**config.mk**
```make
export PLATFORM = sky130hd
export DESIGN_NAME = direct_access_seq
export DESIGN_NICKNAME = d
export VERILOG_FILES = /design/src/rtl/dacc_pkg.sv /design/src/rtl/dacc_ctrl.sv /design/src/rtl/dacc_dp.sv /design/src/rtl/direct_access_seq.sv
export SDC_FILE = /design/constraint.sdc
export NUM_CORES = 1
export LEC_CHECK = 0
export BUFFER_PORTS_ARGS = -buffer_cell sky130_fd_sc_hd__buf_4
export CORE_MARGIN = 2
export CORE_UTILIZATION = 49
export DETAILED_ROUTE_END_ITERATION = 8
export HOLD_SLACK_MARGIN = 0.08
export PLACE_DENSITY_LB_ADDON = 0.15
export SETUP_SLACK_MARGIN = 0.5
export SLEW_MARGIN = 20
export SYNTH_ARGS = -nofsm -noshare
export SYNTH_HDL_FRONTEND = slang
export SYNTH_HIERARCHICAL = 1
export SYNTH_SLANG_ARGS = --single-unit
```
**constraint.sdc**
```tcl
create_clock -name clk -period 2.3 [get_ports clk]
set_clock_uncertainty 0.05 [all_clocks]
set_input_delay 0.23 -clock clk [delete_from_list [all_inputs] [get_ports clk]]
set_output_delay 0.23 -clock clk [all_outputs]
set_load 0.02 [all_outputs]
```
**src/rtl/dacc_pkg.sv**
```systemverilog
package dacc_pkg;
  localparam logic [2:0] SEL_CMD   = 3'd0;
  localparam logic [2:0] SEL_ADDR  = 3'd1;
  localparam logic [2:0] SEL_WD0   = 3'd2;
  localparam logic [2:0] SEL_WD1   = 3'd3;
  localparam logic [2:0] SEL_RLOCK = 3'd4;

  localparam logic [2:0] ERR_NONE   = 3'd0;
  localparam logic [2:0] ERR_BLANK  = 3'd4;
  localparam logic [2:0] ERR_ACCESS = 3'd5;

  typedef enum logic [2:0] {
    ST_IDLE, ST_RD, ST_BLK, ST_WR, ST_FIN
  } seqState_e;

  typedef struct packed {
    logic cmdStart;
    logic isDigest;
    logic latchRd;
  } ctrlStrobe_t;

  typedef struct packed {
    logic wrLocked;
    logic rdLocked;
    logic blankFail;
  } dpStat_t;
endpackage

```
**src/rtl/dacc_ctrl.sv**
```systemverilog
module dacc_ctrl
  import dacc_pkg::*;
(
  input  logic        clk,
  input  logic        rst_n,
  input  logic        cmdWe,
  input  logic [2:0]  cmdBits,
  input  dpStat_t     stat,
  input  logic        memAck,
  output ctrlStrobe_t strb,
  output logic        memReq,
  output logic        memWe,
  output logic        seqIdle,
  output logic        opDone,
  output logic [2:0]  errCode
);
  seqState_e stateQ, stateD;
  logic [2:0] errQ, errD;

  always_comb begin
    stateD = stateQ;
    errD   = errQ;
    strb   = '0;
    memReq = 1'b0;
    memWe  = 1'b0;
    case (stateQ)
      ST_IDLE: begin
        if (cmdWe && (|cmdBits)) begin
          strb.cmdStart = 1'b1;
          strb.isDigest = !cmdBits[0] && !cmdBits[1];
          if (cmdBits[0]) begin
            if (stat.rdLocked) begin
              stateD = ST_FIN;
              errD   = ERR_ACCESS;
            end else begin
              stateD = ST_RD;
            end
          end else if (stat.wrLocked) begin
            stateD = ST_FIN;
            errD   = ERR_ACCESS;
          end else begin
            stateD = ST_BLK;
          end
        end
      end
      ST_RD: begin
        memReq = 1'b1;
        if (memAck) begin
          strb.latchRd = 1'b1;
          stateD = ST_FIN;
          errD   = ERR_NONE;
        end
      end
      ST_BLK: begin
        memReq = 1'b1;
        if (memAck) begin
          if (stat.blankFail) begin
            stateD = ST_FIN;
            errD   = ERR_BLANK;
          end else begin
            stateD = ST_WR;
          end
        end
      end
      ST_WR: begin
        memReq = 1'b1;
        memWe  = 1'b1;
        if (memAck) begin
          stateD = ST_FIN;
          errD   = ERR_NONE;
        end
      end
      ST_FIN:  stateD = ST_IDLE;
      default: stateD = ST_IDLE;
    endcase
  end

  always_ff @(posedge clk or negedge rst_n) begin
    if (!rst_n) begin
      stateQ <= ST_IDLE;
      errQ   <= ERR_NONE;
    end else begin
      stateQ <= stateD;
      errQ   <= errD;
    end
  end

  assign seqIdle = (stateQ == ST_IDLE);
  assign opDone  = (stateQ == ST_FIN);
  assign errCode = errQ;
endmodule

```
**src/rtl/dacc_dp.sv**
```systemverilog
module dacc_dp
  import dacc_pkg::*;
#(
  parameter int AW = 11,
  parameter int NPART = 4,
  parameter logic [NPART-1:0] WIDE_MASK = 4'b1010
) (
  input  logic             clk,
  input  logic             rst_n,
  input  logic             cfgWe,
  input  logic [2:0]       cfgSel,
  input  logic [31:0]      cfgWdata,
  input  logic             regwen,
  input  logic [NPART-1:0] partLocked,
  input  ctrlStrobe_t      strb,
  input  logic [63:0]      memRdata,
  output dpStat_t          stat,
  output logic             memWide,
  output logic [AW-1:0]    memAddr,
  output logic [63:0]      memWdata,
  output logic [31:0]      rdData0,
  output logic [31:0]      rdData1
);
  localparam int PW = $clog2(NPART);
  localparam int LOW = AW - PW;

  logic [AW-1:0]    addrQ;
  logic [31:0]      wd0Q, wd1Q, rd0Q, rd1Q;
  logic [NPART-1:0] rlockQ;
  logic             digestQ;
  logic [PW-1:0]    partIdx;
  logic [63:0]      rdMasked;

  assign partIdx = addrQ[AW-1 -: PW];
  assign memWide = WIDE_MASK[partIdx] | digestQ;

  always_comb begin
    if (digestQ)      memAddr = {partIdx, {(LOW-3){1'b1}}, 3'b000};
    else if (memWide) memAddr = {addrQ[AW-1:3], 3'b000};
    else              memAddr = {addrQ[AW-1:2], 2'b00};
  end

  assign memWdata = memWide ? {wd1Q, wd0Q} : {32'd0, wd0Q};
  assign rdMasked = memWide ? memRdata : {32'd0, memRdata[31:0]};

  assign stat.wrLocked  = partLocked[partIdx];
  assign stat.rdLocked  = !rlockQ[partIdx];
  assign stat.blankFail = |(rdMasked & ~memWdata);

  always_ff @(posedge clk or negedge rst_n) begin
    if (!rst_n) begin
      addrQ   <= '0;
      wd0Q    <= '0;
      wd1Q    <= '0;
      rd0Q    <= '0;
      rd1Q    <= '0;
      rlockQ  <= '1;
      digestQ <= 1'b0;
    end else begin
      if (cfgWe && regwen) begin
        if (cfgSel == SEL_ADDR) addrQ <= cfgWdata[AW-1:0];
        if (cfgSel == SEL_WD0)  wd0Q  <= cfgWdata;
        if (cfgSel == SEL_WD1)  wd1Q  <= cfgWdata;
      end
      if (cfgWe && cfgSel == SEL_RLOCK) rlockQ <= rlockQ & cfgWdata[NPART-1:0];
      if (strb.cmdStart) digestQ <= strb.isDigest;
      if (strb.latchRd) begin
        rd0Q <= rdMasked[31:0];
        rd1Q <= rdMasked[63:32];
      end
    end
  end

  assign rdData0 = rd0Q;
  assign rdData1 = rd1Q;
endmodule

```
**src/rtl/direct_access_seq.sv**
```systemverilog
module direct_access_seq
  import dacc_pkg::*;
#(
  parameter int AW = 11,
  parameter int NPART = 4,
  parameter logic [NPART-1:0] WIDE_MASK = 4'b1010
) (
  input  logic             clk,
  input  logic             rst_n,
  input  logic             cfgWe,
  input  logic [2:0]       cfgSel,
  input  logic [31:0]      cfgWdata,
  input  logic [NPART-1:0] partLocked,
  input  logic             memAck,
  input  logic [63:0]      memRdata,
  output logic             cfgRegwen,
  output logic             seqIdle,
  output logic             opDone,
  output logic [2:0]       errCode,
  output logic [31:0]      rdData0,
  output logic [31:0]      rdData1,
  output logic             memReq,
  output logic             memWe,
  output logic             memWide,
  output logic [AW-1:0]    memAddr,
  output logic [63:0]      memWdata
);
  ctrlStrobe_t strb;
  dpStat_t     stat;

  dacc_ctrl ctrl_i (
    .clk(clk), .rst_n(rst_n),
    .cmdWe(cfgWe && cfgSel == SEL_CMD), .cmdBits(cfgWdata[2:0]),
    .stat(stat), .memAck(memAck), .strb(strb),
    .memReq(memReq), .memWe(memWe), .seqIdle(seqIdle),
    .opDone(opDone), .errCode(errCode)
  );

  dacc_dp #(.AW(AW), .NPART(NPART), .WIDE_MASK(WIDE_MASK)) dp_i (
    .clk(clk), .rst_n(rst_n),
    .cfgWe(cfgWe), .cfgSel(cfgSel), .cfgWdata(cfgWdata),
    .regwen(seqIdle), .partLocked(partLocked), .strb(strb),
    .memRdata(memRdata), .stat(stat), .memWide(memWide),
    .memAddr(memAddr), .memWdata(memWdata),
    .rdData0(rdData0), .rdData1(rdData1)
  );

  assign cfgRegwen = seqIdle;
endmodule

```
* Yosys cells after proc, flatten, opt, wreduce, memory -nomap -nowiden
Cells that the tools add are included. Widths: inputs -> output; s select.
Cells by class: equal/unequal tests 14, reduce and logical (&&, ||, !) cells 19, multiplexer cells 32, order comparisons 1, bitwise operators 4
Operators with widths (count):
- $mux 64 | 2
- $and 64x64->64 | 1
- $not 64->64 | 1
- $reduce_or 64->1 | 1
- $mux 3 | 15
- $pmux 3 s3 | 2
- $eq 3x2->1 const B | 4
- $mux 9 | 1
- $mux 1 | 7
- $reduce_and 7->1 | 1
- $bmux 1 s2 | 3
- $eq 3x1->1 const B | 2
- $eq 3x3->1 const B | 2
- $logic_not 3->1 | 2
- $ne 3x3->1 const B | 2
- $reduce_and 2->1 | 3
- $reduce_or 3->1 | 2
- $logic_and 1x1->1 | 5
- $and 4x4->4 | 1
- $mux 2 | 2
- $ne 2x1->1 const B | 2
- $ne 2x2->1 const B | 2
- $lt 2x3->1 const B | 1
- $reduce_and 3->1 | 1
- other kinds (4) | 5
Storage, ports and cells: output and inout bits 148, bits in registers 150, input port bits 107

* Longest topological paths before layout
depth in word-level cells 10, depth in mapped cells 8

* By module
The synthesis kept the hierarchy.
By module, submodules not included:
- dacc_dp | sequential area each 3558.4 sq um, cells each 533, area each 6288.5 sq um, times used 1
- dacc_ctrl | sequential area each 125.1 sq um, cells each 47, area each 442.9 sq um, times used 1
- direct_access_seq | sequential area each 0.0 sq um, cells each 2, area each 22.5 sq um, times used 1

* Worst setup path after synthesis
OpenSTA, ideal clock, no wires.
path kind flip-flop to flip-flop, start register ctrl_i.stateQ[0], end register dp_i.wd0Q[19], setup slack -0.015 ns, arrival 2.140 ns, stages on the path, launching flop included 9, clock period less this slack 2.315 ns, required time 2.125 ns, cell sequence dfrtp_1 > buf_6 > or2_4 > nor2_1 > nor2b_4 > nand3_2 > nor2_4 > buf_6 > mux2_2
On the way: longest elaborated chain between the ends 3
Ends and longest elaborated chain:
- start: declaration | line dacc_ctrl.sv:17 | seqState_e stateQ, stateD;
- start signal: assignment | line dacc_ctrl.sv:83 | stateQ <= stateD;
- $logic_not 3->1 | line dacc_ctrl.sv:88 | assign seqIdle = (stateQ == ST_IDLE);
- net cfgRegwen | line direct_access_seq.sv:16 | output logic cfgRegwen,
- $logic_and 1x1->1 | line dacc_dp.sv:60 | if (cfgWe && regwen) begin
- $reduce_and 2->1 (no line)
- end signal: assignment | line dacc_dp.sv:62 | if (cfgSel == SEL_WD0) wd0Q <= cfgWdata;
- end: declaration | line dacc_dp.sv:28 | logic [31:0] wd0Q, wd1Q, rd0Q, rd1Q;
The timed path passes the listed nets, and every way through them passes these cells. A chain may end at the register's enable or synchronous reset.

==> metrics list <==
* Slowest stage cell, crit path: sky130_fd_sc_hd__dfrtp_1
- The critical path goes through o22ai_2 -> nor4_2 -> a41o_1 -> nand4_1 -> buf_6 -> nor3_2 -> o21ai_1 -> o311a_1.
- Primary FF master, synth: sky130_fd_sc_hd__dfrtp_1
- Unique masters post-synth: 50
- The wire-length estimate of the detail-placed layout is 15,000 um.
- Root buffer selected by CTS: sky130_fd_sc_hd__clkbuf_16
- Timing analysis after detailed placement gives a worst setup slack of approximately 78 ps.
* Total wirelength of the detailed-routed design: 25,900 um
* Pwr/cell area: 1120 nW/um^2
- The H-tree was split into 4 levels.
* Die ar.: 14,700 sq um
- The final layout contains around 1,100 nets.
- The number of clock buffers added by TritonCTS is 17.
- Post-layout utilization of the core: 0.853
- Residual DRC count: 0
- For this configuration, the core starts out at a cell density of 0.506.
- Synth-to-layout area growth: 68.5%
- By area the synthesized netlist is led by sky130_fd_sc_hd__dfrtp_1, sky130_fd_sc_hd__mux2_2, sky130_fd_sc_hd__o22ai_1.
- For this run, the top clock speed supported by timing is 488 MHz.
- Site row count: between 40 and 50
- After clock tree synthesis, the clock-pin slew on the worst setup and hold paths is about 60 ps.
- Cell internal power was estimated by the tool at 8.35 mW.
- Count of nets left with antenna violations after detail routing: 0
- The count of final hold-check violations is 0.
* Proportion of register bits with asynchronous set or reset after synthesis: 1.00
- Boundary Pins: approximately 260
* Worst Max-Slew Pin Slew: a little under 600 ps
- The clock passes through at most 2 buffers.
* Combinational share of power: 0.441
- Setup Viol. Count Final: 0
- Using the TritonRoute via totals, the vias-per-cell ratio works out to ~5.6.
- The clock net in this run drives a total of between 100 and 150 sinks.
- Critical path endpoint category: register
- In the post-synthesis netlist, the cell with the most instances is sky130_fd_sc_hd__dfrtp_1.
- Maximum number of pins on one net before global-route repair: 60
- Area occupied by registers: about 3700 sq um
- DRC marker count from the first detailed-route iteration: between 500 and 600
- Share of total power in sequential cells: 0.316
- Of the total power, the clock network draws 0.244.
- Of all nets on the critical path, the largest fanout is 5.
- In this design, the stage delay of the slowest critical-path cell is approximately 450 ps.
- Gate count of the mapped netlist: around 580
- Leading cell types by count after synthesis: sky130_fd_sc_hd__dfrtp_1, sky130_fd_sc_hd__mux2_2, sky130_fd_sc_hd__inv_1
- Number of global-route vias before repair: between 6,000 and 7,000
- Layout fillers: around 670
- Final weighted congestion in routability-driven placement: 0.856
- In this run the tightest slew margin relative to its limit is 0.606.
* Width of the die: around 120 um
- VDD sags by at most about 0.69 mV.
* Layout cells sized above 1: 0.523
- Time the final worst path needs with I/O delays and setup: roughly 2100 ps
* Max-slew violation count: 0
* Port Buffers: about 250
* Result of the run: finished, final reports clean
- In the final routed layout, each cell accounts on average for 22.4 um.
* Synthesized area per cell: 11.6 sq um
- Worst hold path type: input pin to register
- Number of enable flip-flop cells after synthesis: 0
- Cell type contributing the most total cell area after synthesis: sky130_fd_sc_hd__dfrtp_1
* Sum of negative setup slack: 0 ps
- Sequential element share of the synthesized area: 0.545
- Die span in y: around 120 um
- The worst setup path is of the register to register kind.
- Leakage power total: 5.74 nW
* Nature of the critical path startpoint: register
* Max cap viols: 0
* Synth Cell Area: approximately 6800 sq um
- The first global-routing pass estimated approximately 37,000 um of wire.
* Arrival time at the worst endpoint: around 2300 ps
- The repair_antennas step left the layout with diodes totalling 0.
- Later-pin clock latency in the skew report: about 420 ps
- Final period utilization: 0.892
* TritonCTS clock tree: done
* Worst Path Required: around 2600 ps
- Fraction of synthesized cell area taken by the top area cell type: 0.530
- Sum of internal, switching and leakage power: roughly 13 mW
- Summed over all nets, the switching power comes to about 4.4 mW.
- The placed instances occupy a cell area of ~8800 sq um.
- Overall via count from detail_route: between 6,000 and 7,000
* Setup repair after global routing missed its margin: true
* All-Layer GR Usage: 0.341
- Once layout is done, the placed cells without fillers occupy between 10,000 and 15,000 sq um.
- Aggregate global routing overflow: 0
- Area occupied by multi-input gates: 2790 sq um
* Number of flip-flops and latches in the synthesized netlist: 147
- Once routing completed, OpenROAD measured the worst setup slack at ~250 ps.
* Switching Share: 0.346
* Area of the core: 13,300 sq um
- The first detailed-routing pass took 5 iterations.
- The number of antenna violations at the first check in global routing is 0.
- Synth warnings: 6
power by group through the flow:
stage                     combinational, mW  sequential (mW)  clock, mW
after floorplan                        2.08             4.08          0
after global placement                 4.07             3.91          0
after CTS                              5.13             3.93       3.11
final                                  5.63             4.03       3.11
after global routing                   5.86             4.09       3.23
after detailed placement               4.10             3.95          0
per-stage QoR:
| stage | hold WS (ps) | instances |
|---|---|---|
| floorplan | -116 | 583 |
| global placement | 188 | 989 |
| detailed placement | 192 | 989 |
| CTS | 80.0 | 1141 |
| global route | 111 | 1153 |
| finish | 105 | 1153 |
final timing paths:
kind	end	slack, ps	startpoint	depth (start not counted)
setup / recovery	ctrl_i/errCode[0]	250	dp_i/wd1Q[16]	8
hold / removal	dp_i/rlockQ[2]	110	cfgWdata[2]	2
setup reg to reg	ctrl_i/errCode[0]	250	dp_i/wd1Q[16]	8
hold reg to reg	dp_i/rlockQ[1]	410	dp_i/rlockQ[1]	1
max in group asynchronous	dp_i/wd0Q[29]	1150	rst_n	3
min in group asynchronous	dp_i/rdData1[9]	300	rst_n	2
layout by cell type (no fill, tap or decap), drive strengths merged, types with 2 or more instances in the layout:
master / n
inv: 100
dfrtp: 143
a221oi: 3
nor2: 10
a21oi: 4
nand4b: 2
nor3: 5
mux4: 2
and2: 34
nand2: 33
clkinv: 4
bufinv: 5
mux2: 106
conb: 3
nor4: 8
buf: 291
nand3: 2
o22ai: 62
dlygate4sd3: 96
o21a: 5
bufbuf: 3
dfstp: 4
nand4: 2
or2: 7
clkbuf: 23
clkinvlp: 4
metal layers:
layer / GRT usage / wire length (um) / vias up
met5: 0 / 0 / -
met4: 0.152 / 989 / 0
met3: 0.0855 / 2070 / 91
met2: 0.559 / 12800 / 421
met1: 0.428 / 10000 / 3192
li1: - / - / 2749
cell families after synthesis:
kind of cell	synth area share
AOI/OAI and AO/OA	0.0843
buffers and inverters	0.0874
DFF	0.545
muxes	0.186
other	0.00111
and+or+nand+nor	0.0958
sequential cells by signal, summed over array words and instances (netlist names):
name	cells
dp_i/wd0Q	32
dp_i/rlockQ	4
dp_i/digestQ	1
dp_i/rdData1	32
dp_i/wd1Q	32
dp_i/rdData0	32
ctrl_i/stateQ	3
ctrl_i/errCode	2
dp_i/addrQ	9
cell type report:
cell class                 instances  share of cell area
inverter                         101              0.0336
tap                              176              0.0193
sequential                       147               0.324
timing repair inverter             2             0.00132
clock buffer                      21              0.0422
multi-input combinational        304               0.245
clock inverter                    10              0.0156
timing repair buffer             392               0.319
worst max-delay path, delay by kind of cell (launching register included):
family / cells / cell delay (ps)
compound gates: 4 / 620
buf+inv: 1 / 160
flops: 1 / 450
simple gates: 3 / 640
what timing repair did:
action,4_1_cts,5_1_grt
hold endpoints to repair,190,0
cloned,7,4
hold buffers,96,0
endpoints found under the setup margin,115,173
pin swaps,28,13
setup buffers,18,8
gates resized for setup,91,47
(Power assumes the default switching activity.)
